File: src/rtl/sbr_pkg.sv
package sbr_pkg;

  typedef logic signed [3:0] sbr_digit_t;

  typedef struct packed {
    logic c;
    logic s;
  } add2_t;

  // plain half adder: 2c + s = p + q
  function automatic add2_t ha_plain(input logic p, input logic q);
    add2_t r;
    r.s = p ^ q;
    r.c = p & q;
    return r;
  endfunction

  // plain full adder: 2c + s = p + q + ci
  function automatic add2_t fa_plain(input logic p, input logic q, input logic ci);
    add2_t r;
    r.s = p ^ q ^ ci;
    r.c = (p & q) | (ci & (p | q));
    return r;
  endfunction

  // signed half adder, sum weighted negative: 2c - s = p + q
  function automatic add2_t ha_negsum(input logic p, input logic q);
    add2_t r;
    r.s = p ^ q;
    r.c = p | q;
    return r;
  endfunction

  // doubly-negative full adder: -2c + s = -p - q + ci
  function automatic add2_t fa_negpq(input logic p, input logic q, input logic ci);
    add2_t r;
    r.s = p ^ q ^ ci;
    r.c = (p & q) | (~ci & (p | q));
    return r;
  endfunction

  function automatic sbr_digit_t bit_val(input logic b);
    return $signed({3'b000, b});
  endfunction

  // regular digit: -2*s_hi + s_lo + c_in
  function automatic sbr_digit_t cell_value(input logic s_hi, input logic s_lo,
                                            input logic c_in);
    return bit_val(s_lo) + bit_val(c_in) - $signed({2'b00, s_hi, 1'b0});
  endfunction

  function automatic logic [3:0] digit_mag(input sbr_digit_t v);
    return (v < 0) ? 4'(-v) : 4'(v);
  endfunction

  function automatic logic code_neg(input sbr_digit_t v);
    return v < 0;
  endfunction

  function automatic logic code_one(input sbr_digit_t v);
    return digit_mag(v) == 4'd1 || digit_mag(v) == 4'd3;
  endfunction

  function automatic logic code_two(input sbr_digit_t v);
    return digit_mag(v) == 4'd2 || digit_mag(v) == 4'd3;
  endfunction

  function automatic logic code_quad(input sbr_digit_t v);
    return digit_mag(v) == 4'd4;
  endfunction

endpackage

File: src/rtl/sbr_cell.sv
module sbr_cell
  import sbr_pkg::*;
(
  input  logic       a_lo,
  input  logic       a_hi,
  input  logic       b_lo,
  input  logic       b_hi,
  input  logic       c1_in,
  input  logic       c2_in,
  output logic       c1_out,
  output logic       c2_out,
  output sbr_digit_t digit
);
  add2_t lo_fa;
  add2_t hi_ha;
  add2_t mix_ha;
  logic  s_lo;
  logic  s_hi_neg;

  always_comb begin
    lo_fa    = fa_plain(a_lo, b_lo, c1_in);
    hi_ha    = ha_plain(a_hi, b_hi);
    mix_ha   = ha_negsum(lo_fa.c, hi_ha.s);
    s_lo     = lo_fa.s;
    s_hi_neg = mix_ha.s;
  end

  assign c1_out = hi_ha.c;
  assign c2_out = mix_ha.c;
  assign digit  = cell_value(s_hi_neg, s_lo, c2_in);
endmodule

File: src/rtl/sbr_msd_odd.sv
module sbr_msd_odd
  import sbr_pkg::*;
(
  input  logic       a_top,
  input  logic       b_top,
  input  logic       c1_in,
  input  logic       c2_in,
  output sbr_digit_t digit
);
  add2_t top_fa;

  assign top_fa = fa_negpq(a_top, b_top, c1_in);
  // -2*carry + sum + second chain carry
  assign digit  = cell_value(top_fa.c, top_fa.s, c2_in);
endmodule

File: src/rtl/sbr_msd_even.sv
module sbr_msd_even
  import sbr_pkg::*;
(
  input  logic       a_lo,
  input  logic       a_hi,
  input  logic       b_lo,
  input  logic       b_hi,
  input  logic       c1_in,
  input  logic       c2_in,
  output sbr_digit_t digit
);
  add2_t lo_fa;
  add2_t hi_fa;

  always_comb begin
    lo_fa = fa_plain(a_lo, b_lo, c1_in);
    hi_fa = fa_negpq(a_hi, b_hi, lo_fa.c);
  end

  // s_lo + c2 + 2*s' - 4*c'
  assign digit = bit_val(lo_fa.s) + bit_val(c2_in)
               + $signed({2'b00, hi_fa.s, 1'b0})
               - $signed({1'b0, hi_fa.c, 2'b00});
endmodule

File: src/rtl/sbr_outreg.sv
module sbr_outreg #(
  parameter int WIDTH = 8,
  parameter bit REG   = 1'b1
) (
  input  logic             clk,
  input  logic             rst_n,
  input  logic [WIDTH-1:0] d,
  output logic [WIDTH-1:0] q
);
  generate
    if (REG) begin : g_reg
      always_ff @(posedge clk or negedge rst_n) begin
        if (!rst_n) q <= '0;
        else        q <= d;
      end
    end else begin : g_pass
      assign q = d;
    end
  endgenerate
endmodule

File: src/rtl/sum_booth_recoder.sv
module sum_booth_recoder
  import sbr_pkg::*;
#(
  parameter int W       = 8,
  parameter bit REG_OUT = 1'b1,
  localparam int ND     = (W + 1) / 2
) (
  input  logic            clk,
  input  logic            rst_n,
  input  logic [W-1:0]    a_in,
  input  logic [W-1:0]    b_in,
  output logic [ND-1:0]   dig_neg,
  output logic [ND-1:0]   dig_one,
  output logic [ND-1:0]   dig_two,
  output logic            top_quad,
  output logic [4*ND-1:0] dig_val
);
  localparam bit ODD  = (W % 2) == 1;
  localparam int NREG = ODD ? W / 2 : W / 2 - 1;
  localparam int OW   = 7 * ND + 1;

  logic [NREG:0]   c1_chain;
  logic [NREG:0]   c2_chain;
  sbr_digit_t      dig_raw [ND];
  logic [ND-1:0]   comb_neg, comb_one, comb_two;
  logic [4*ND-1:0] comb_val;
  logic            comb_quad;
  logic [OW-1:0]   comb_bus, reg_bus;

  assign c1_chain[0] = 1'b0;
  assign c2_chain[0] = 1'b0;

  generate
    for (genvar j = 0; j < NREG; j++) begin : g_cell
      sbr_cell u_cell (
        .a_lo   (a_in[2*j]),
        .a_hi   (a_in[2*j+1]),
        .b_lo   (b_in[2*j]),
        .b_hi   (b_in[2*j+1]),
        .c1_in  (c1_chain[j]),
        .c2_in  (c2_chain[j]),
        .c1_out (c1_chain[j+1]),
        .c2_out (c2_chain[j+1]),
        .digit  (dig_raw[j])
      );
    end

    if (ODD) begin : g_top_odd
      sbr_msd_odd u_msd (
        .a_top (a_in[W-1]),
        .b_top (b_in[W-1]),
        .c1_in (c1_chain[NREG]),
        .c2_in (c2_chain[NREG]),
        .digit (dig_raw[ND-1])
      );
    end else begin : g_top_even
      sbr_msd_even u_msd (
        .a_lo  (a_in[W-2]),
        .a_hi  (a_in[W-1]),
        .b_lo  (b_in[W-2]),
        .b_hi  (b_in[W-1]),
        .c1_in (c1_chain[NREG]),
        .c2_in (c2_chain[NREG]),
        .digit (dig_raw[ND-1])
      );
    end
  endgenerate

  always_comb begin
    for (int j = 0; j < ND; j++) begin
      comb_neg[j]       = code_neg(dig_raw[j]);
      comb_one[j]       = code_one(dig_raw[j]);
      comb_two[j]       = code_two(dig_raw[j]);
      comb_val[4*j +: 4] = dig_raw[j];
    end
    comb_quad = code_quad(dig_raw[ND-1]);
  end

  assign comb_bus = {comb_quad, comb_neg, comb_one, comb_two, comb_val};

  sbr_outreg #(.WIDTH(OW), .REG(REG_OUT)) u_oreg (
    .clk   (clk),
    .rst_n (rst_n),
    .d     (comb_bus),
    .q     (reg_bus)
  );

  assign {top_quad, dig_neg, dig_one, dig_two, dig_val} = reg_bus;
endmodule

File: config.mk
export PLATFORM = sky130hd
export DESIGN_NAME = sum_booth_recoder
export DESIGN_NICKNAME = d
export VERILOG_FILES = /design/src/rtl/sbr_pkg.sv /design/src/rtl/sbr_cell.sv /design/src/rtl/sbr_msd_odd.sv /design/src/rtl/sbr_msd_even.sv /design/src/rtl/sbr_outreg.sv /design/src/rtl/sum_booth_recoder.sv
export SDC_FILE = /design/constraint.sdc
export NUM_CORES = 1
export LEC_CHECK = 0
export BUFFER_PORTS_ARGS = -buffer_cell sky130_fd_sc_hd__buf_2
export CAP_MARGIN = 20
export CORE_MARGIN = 1
export CORE_UTILIZATION = 45
export DETAILED_ROUTE_END_ITERATION = 8
export GPL_TIMING_DRIVEN = 0
export PLACE_DENSITY_LB_ADDON = 0.1
export SLEW_MARGIN = 20
export SYNTH_ARGS = -nofsm -noshare
export SYNTH_HDL_FRONTEND = slang
export SYNTH_HIERARCHICAL = 1
export SYNTH_SLANG_ARGS = --single-unit
File: constraint.sdc
create_clock -name clk -period 1 [get_ports clk]
set_clock_uncertainty 0.15 [all_clocks]
set_input_delay 0.1 -clock clk [delete_from_list [all_inputs] [get_ports clk]]
set_output_delay 0.1 -clock clk [all_outputs]
set_load 0.02 [all_outputs]
==> qor.csv <==
stage,metric,value,unit
timing,RSZ-0062 raised after global routing,yes,
min_path,HP Class,in2async,
power,Tot Pwr,5.71,mW
synth,top-area cell type share of the netlist area,48.0,%
synth,Async SR Flop Fraction,100,%
setup_path,"slowest stage delay, CP",0.43,ns
synth,Synth Instances,136,
global_route,Total Routing Usage GR,20.4,%
job,Max-cap violations,0,
clocking,Worst-path clk slew,0.09,ns
setup_path,Worst EP arrival,2.52,ns
floorplanning,die width,60.0,µm
global_route,initial antenna violation count,0,
finish,antenna cells,0,
setup_path,"Req. time, crit path",1.09,ns
clocking,CTS Buf Count,5,
timing,Setup WS post-layout,-1.42,ns
floorplanning,io pins,47,
floorplanning,FP Rows,20,
synth,Main synth FF type,dfrtp_1,
detailed_routing,WL/cell,13.6,µm
detailed_routing,initial drt markers,25,
synth,post-synthesis sequential area ratio,48.0,%
detailed_routing,routed wire length,3.41,mm
synth,Post-synth EDFFs,0,
floorplanning,DIE HEIGHT,60.0,µm
setup_path,worst-path maximum fanout,4,
clocking,Sink Count,29,
placed_design,DP Area,2100,µm²
finish,Final Core Density,83.4,%
finish,"Cell Count, Final, Fillers Out",250,
power,VDD IR max,0.00126,V
placed_design,gpl congestion,0.729,
detailed_routing,vias,1183,
synth,largest cells by area after synthesis,"dfrtp_1 (48%), ha_1 (17%), inv_1 (9.7%)",
timing,"Hold Vio Cnt, Final",0,
placed_design,DPL Wire Length,2.09,mm
global_route,largest net degree at the start of global routing,30,
finish,max reg flops,29,
setup_path,Most common cell on crit path,ha_4,
power,cell leakage power,1.24,nW
status,status,"finished, violations left",
clocking,CTS Buffer Depth,2,
timing,final setup fails,56,
finish,Largest Register,u_oreg/q,
placed_design,# placed instances,227,
power,Power Density,2190,nW/µm²
global_route,GRT overflow,0,
setup_path,crit path capture,u_oreg/q[28],
global_route,vias in the first global route,1200,
detailed_routing,routed vias/inst,4.73,
timing,FMAX,412,MHz
global_route,first-pass GRT wire length,5.17,mm
finish,Total Nets Final,249,
setup_path,Crit. Startpoint,b_in[5],
timing,Period minus WS final,2.42,ns
floorplanning,Core ar.,3130,µm²
floorplanning,Die ar.,3600,µm²
finish,area grow syn2layout,72.4,%
synth,mapped cell area,1510,µm²
floorplanning,Initial Util,48.4,%
finish,Regs by FF count,u_oreg/q x29,
synth,Yosys top cell by area,dfrtp_1,
status,failing checks,setup timing,
finish,Final Instance Area,2610,µm²
synth,yosys warns,6,
synth,synthesis-stage register bit count,29,
setup_path,WS Path Type,in2reg,
clocking,Root Buffer,clkbuf_4,
clocking,CTS tree,done,
detailed_routing,# DRC,0,
setup_path,crit-path cells,"buf_6, ha_4, fa_2, inv_2, fa_1, inv_2, ha_4, inv_4, inv_4, ha_4, or3b_1, a211o_1, a21oi_2",
placed_design,PortBufs,46,
setup_path,startpoint types,input pin,
timing,fin crit share,242,%
synth,"Avg Cell Area, Syn",11.1,µm²
finish,layout cells sized above 1,63.6,%
synth,unique cell type count in the Yosys netlist,26,
timing,Pins Over Slew Limit,0,
synth,top-count cell post-synth,inv_1,
clocking,CTS H-tree depth,2,
setup_path,slowest CP cell,fa_1,
detailed_routing,DRT antenna net count,0,
synth,most frequent cells after synthesis,"inv_1 (39), dfrtp_1 (29), ha_1 (21)",
detailed_routing,Pre-antenna DRT Iters,5,
setup_path,crit end category,flip-flop,
timing repair:
item / CTS / global route
buffers inserted: 11 / 4
hold buffers: 1 / 0
endpoints found under the hold margin: 29 / 0
pin swaps: 20 / 7
setup endpoints to repair: 57 / 85
resized for setup: 82 / 8
worst min path at each step:
stage	slack, ns	to	start	cells past startpoint
floorplan	-0.35	u_oreg/q[0]	rst_n	0
global placement	-0.009	u_oreg/q[21]	rst_n	1
detailed placement	0.002	u_oreg/q[21]	rst_n	1
CTS	0.12	u_oreg/q[12]	b_in[6]	3
global route	0.14	u_oreg/q[6]	rst_n	2
finish	0.12	u_oreg/q[6]	rst_n	2
cells by family (layout without fill, tap and decap cells):
kind of cell | Yosys count | after routing | share of synthesized area [%]
buffers and inverters | 42 | 111 | 11.2
DFF | 29 | 29 | 48.0
adders and majority gates | 26 | 26 | 24.0
and+or+nand+nor | 20 | 20 | 7.03
AOI/OAI and AO/OA | 12 | 12 | 5.71
xor gates and xnor gates | 3 | 3 | 1.74
muxes | 3 | 3 | 2.15
other | 1 | 2 | 0.248
layout by cell type (no fill, tap or decap), drive strengths merged:
cell type and instances:
a211o 1, a211oi 1, a21boi 1, a21oi 5
a311oi 2, a31o 1, and3b 2, buf 62
clkbuf 9, clkinv 1, conb 2, dfrtp 29
dlygate4sd3 1, fa 5, ha 21, inv 38
mux2 2, mux2i 1, nand2 3, nand2b 2
nand3 1, nand4b 1, nor2 8, o31ai 1
or2 2, or3b 1, xnor2 2, xor2 1
where the power goes:
group          internal [mW]  switching, mW  total (mW)
sequential              1.50          0.155        1.65
clock                  0.280          0.391       0.671
combinational           1.82           1.57        3.39
total                   3.60           2.12        5.71
cell type report:
| class | count | area [µm²] |
|---|---|---|
| timing repair buffer | 61 | 599 |
| fill | 170 | 520 |
| inverter | 39 | 174 |
| tap | 44 | 55.1 |
| clock buffer | 8 | 48.8 |
| multi-input combinational | 66 | 971 |
| buffer | 3 | 33.8 |
| sequential | 29 | 726 |
metal layers:
metal | routed length (µm) | track usage (%) | part of all wire, % | vias up
li1 | - | - | - | 549
met5 | 0 | 0 | 0 | -
met4 | 24 | 8.97 | 0.70 | 0
met2 | 2030 | 38.7 | 60 | 33
met3 | 158 | 7.58 | 4.6 | 4
met1 | 1190 | 19.3 | 35 | 597
critical path, delay by kind of cell:
| kind | cells | cell delay (ns) |
|---|---|---|
| and+or+nand+nor | 1 | 0.35 |
| buffers and inverters | 5 | 0.39 |
| AOI/OAI and AO/OA | 2 | 0.40 |
| adders and majority gates | 5 | 1.27 |
metrics by stage:
| step | worst slack, ns | hold slack (ns) | setup TNS [ns] |
|---|---|---|---|
| CTS | -1.39 | 0.123 | -15.37 |
| finish | -1.42 | 0.124 | -16.25 |
| global placement | -1.75 | -0.00917 | -23.48 |
| detailed placement | -1.81 | 0.00180 | -24.10 |
| floorplan | -1.56 | -0.346 | -19.24 |
| global route | -1.48 | 0.137 | -17.99 |
(Power assumes the default switching activity.)
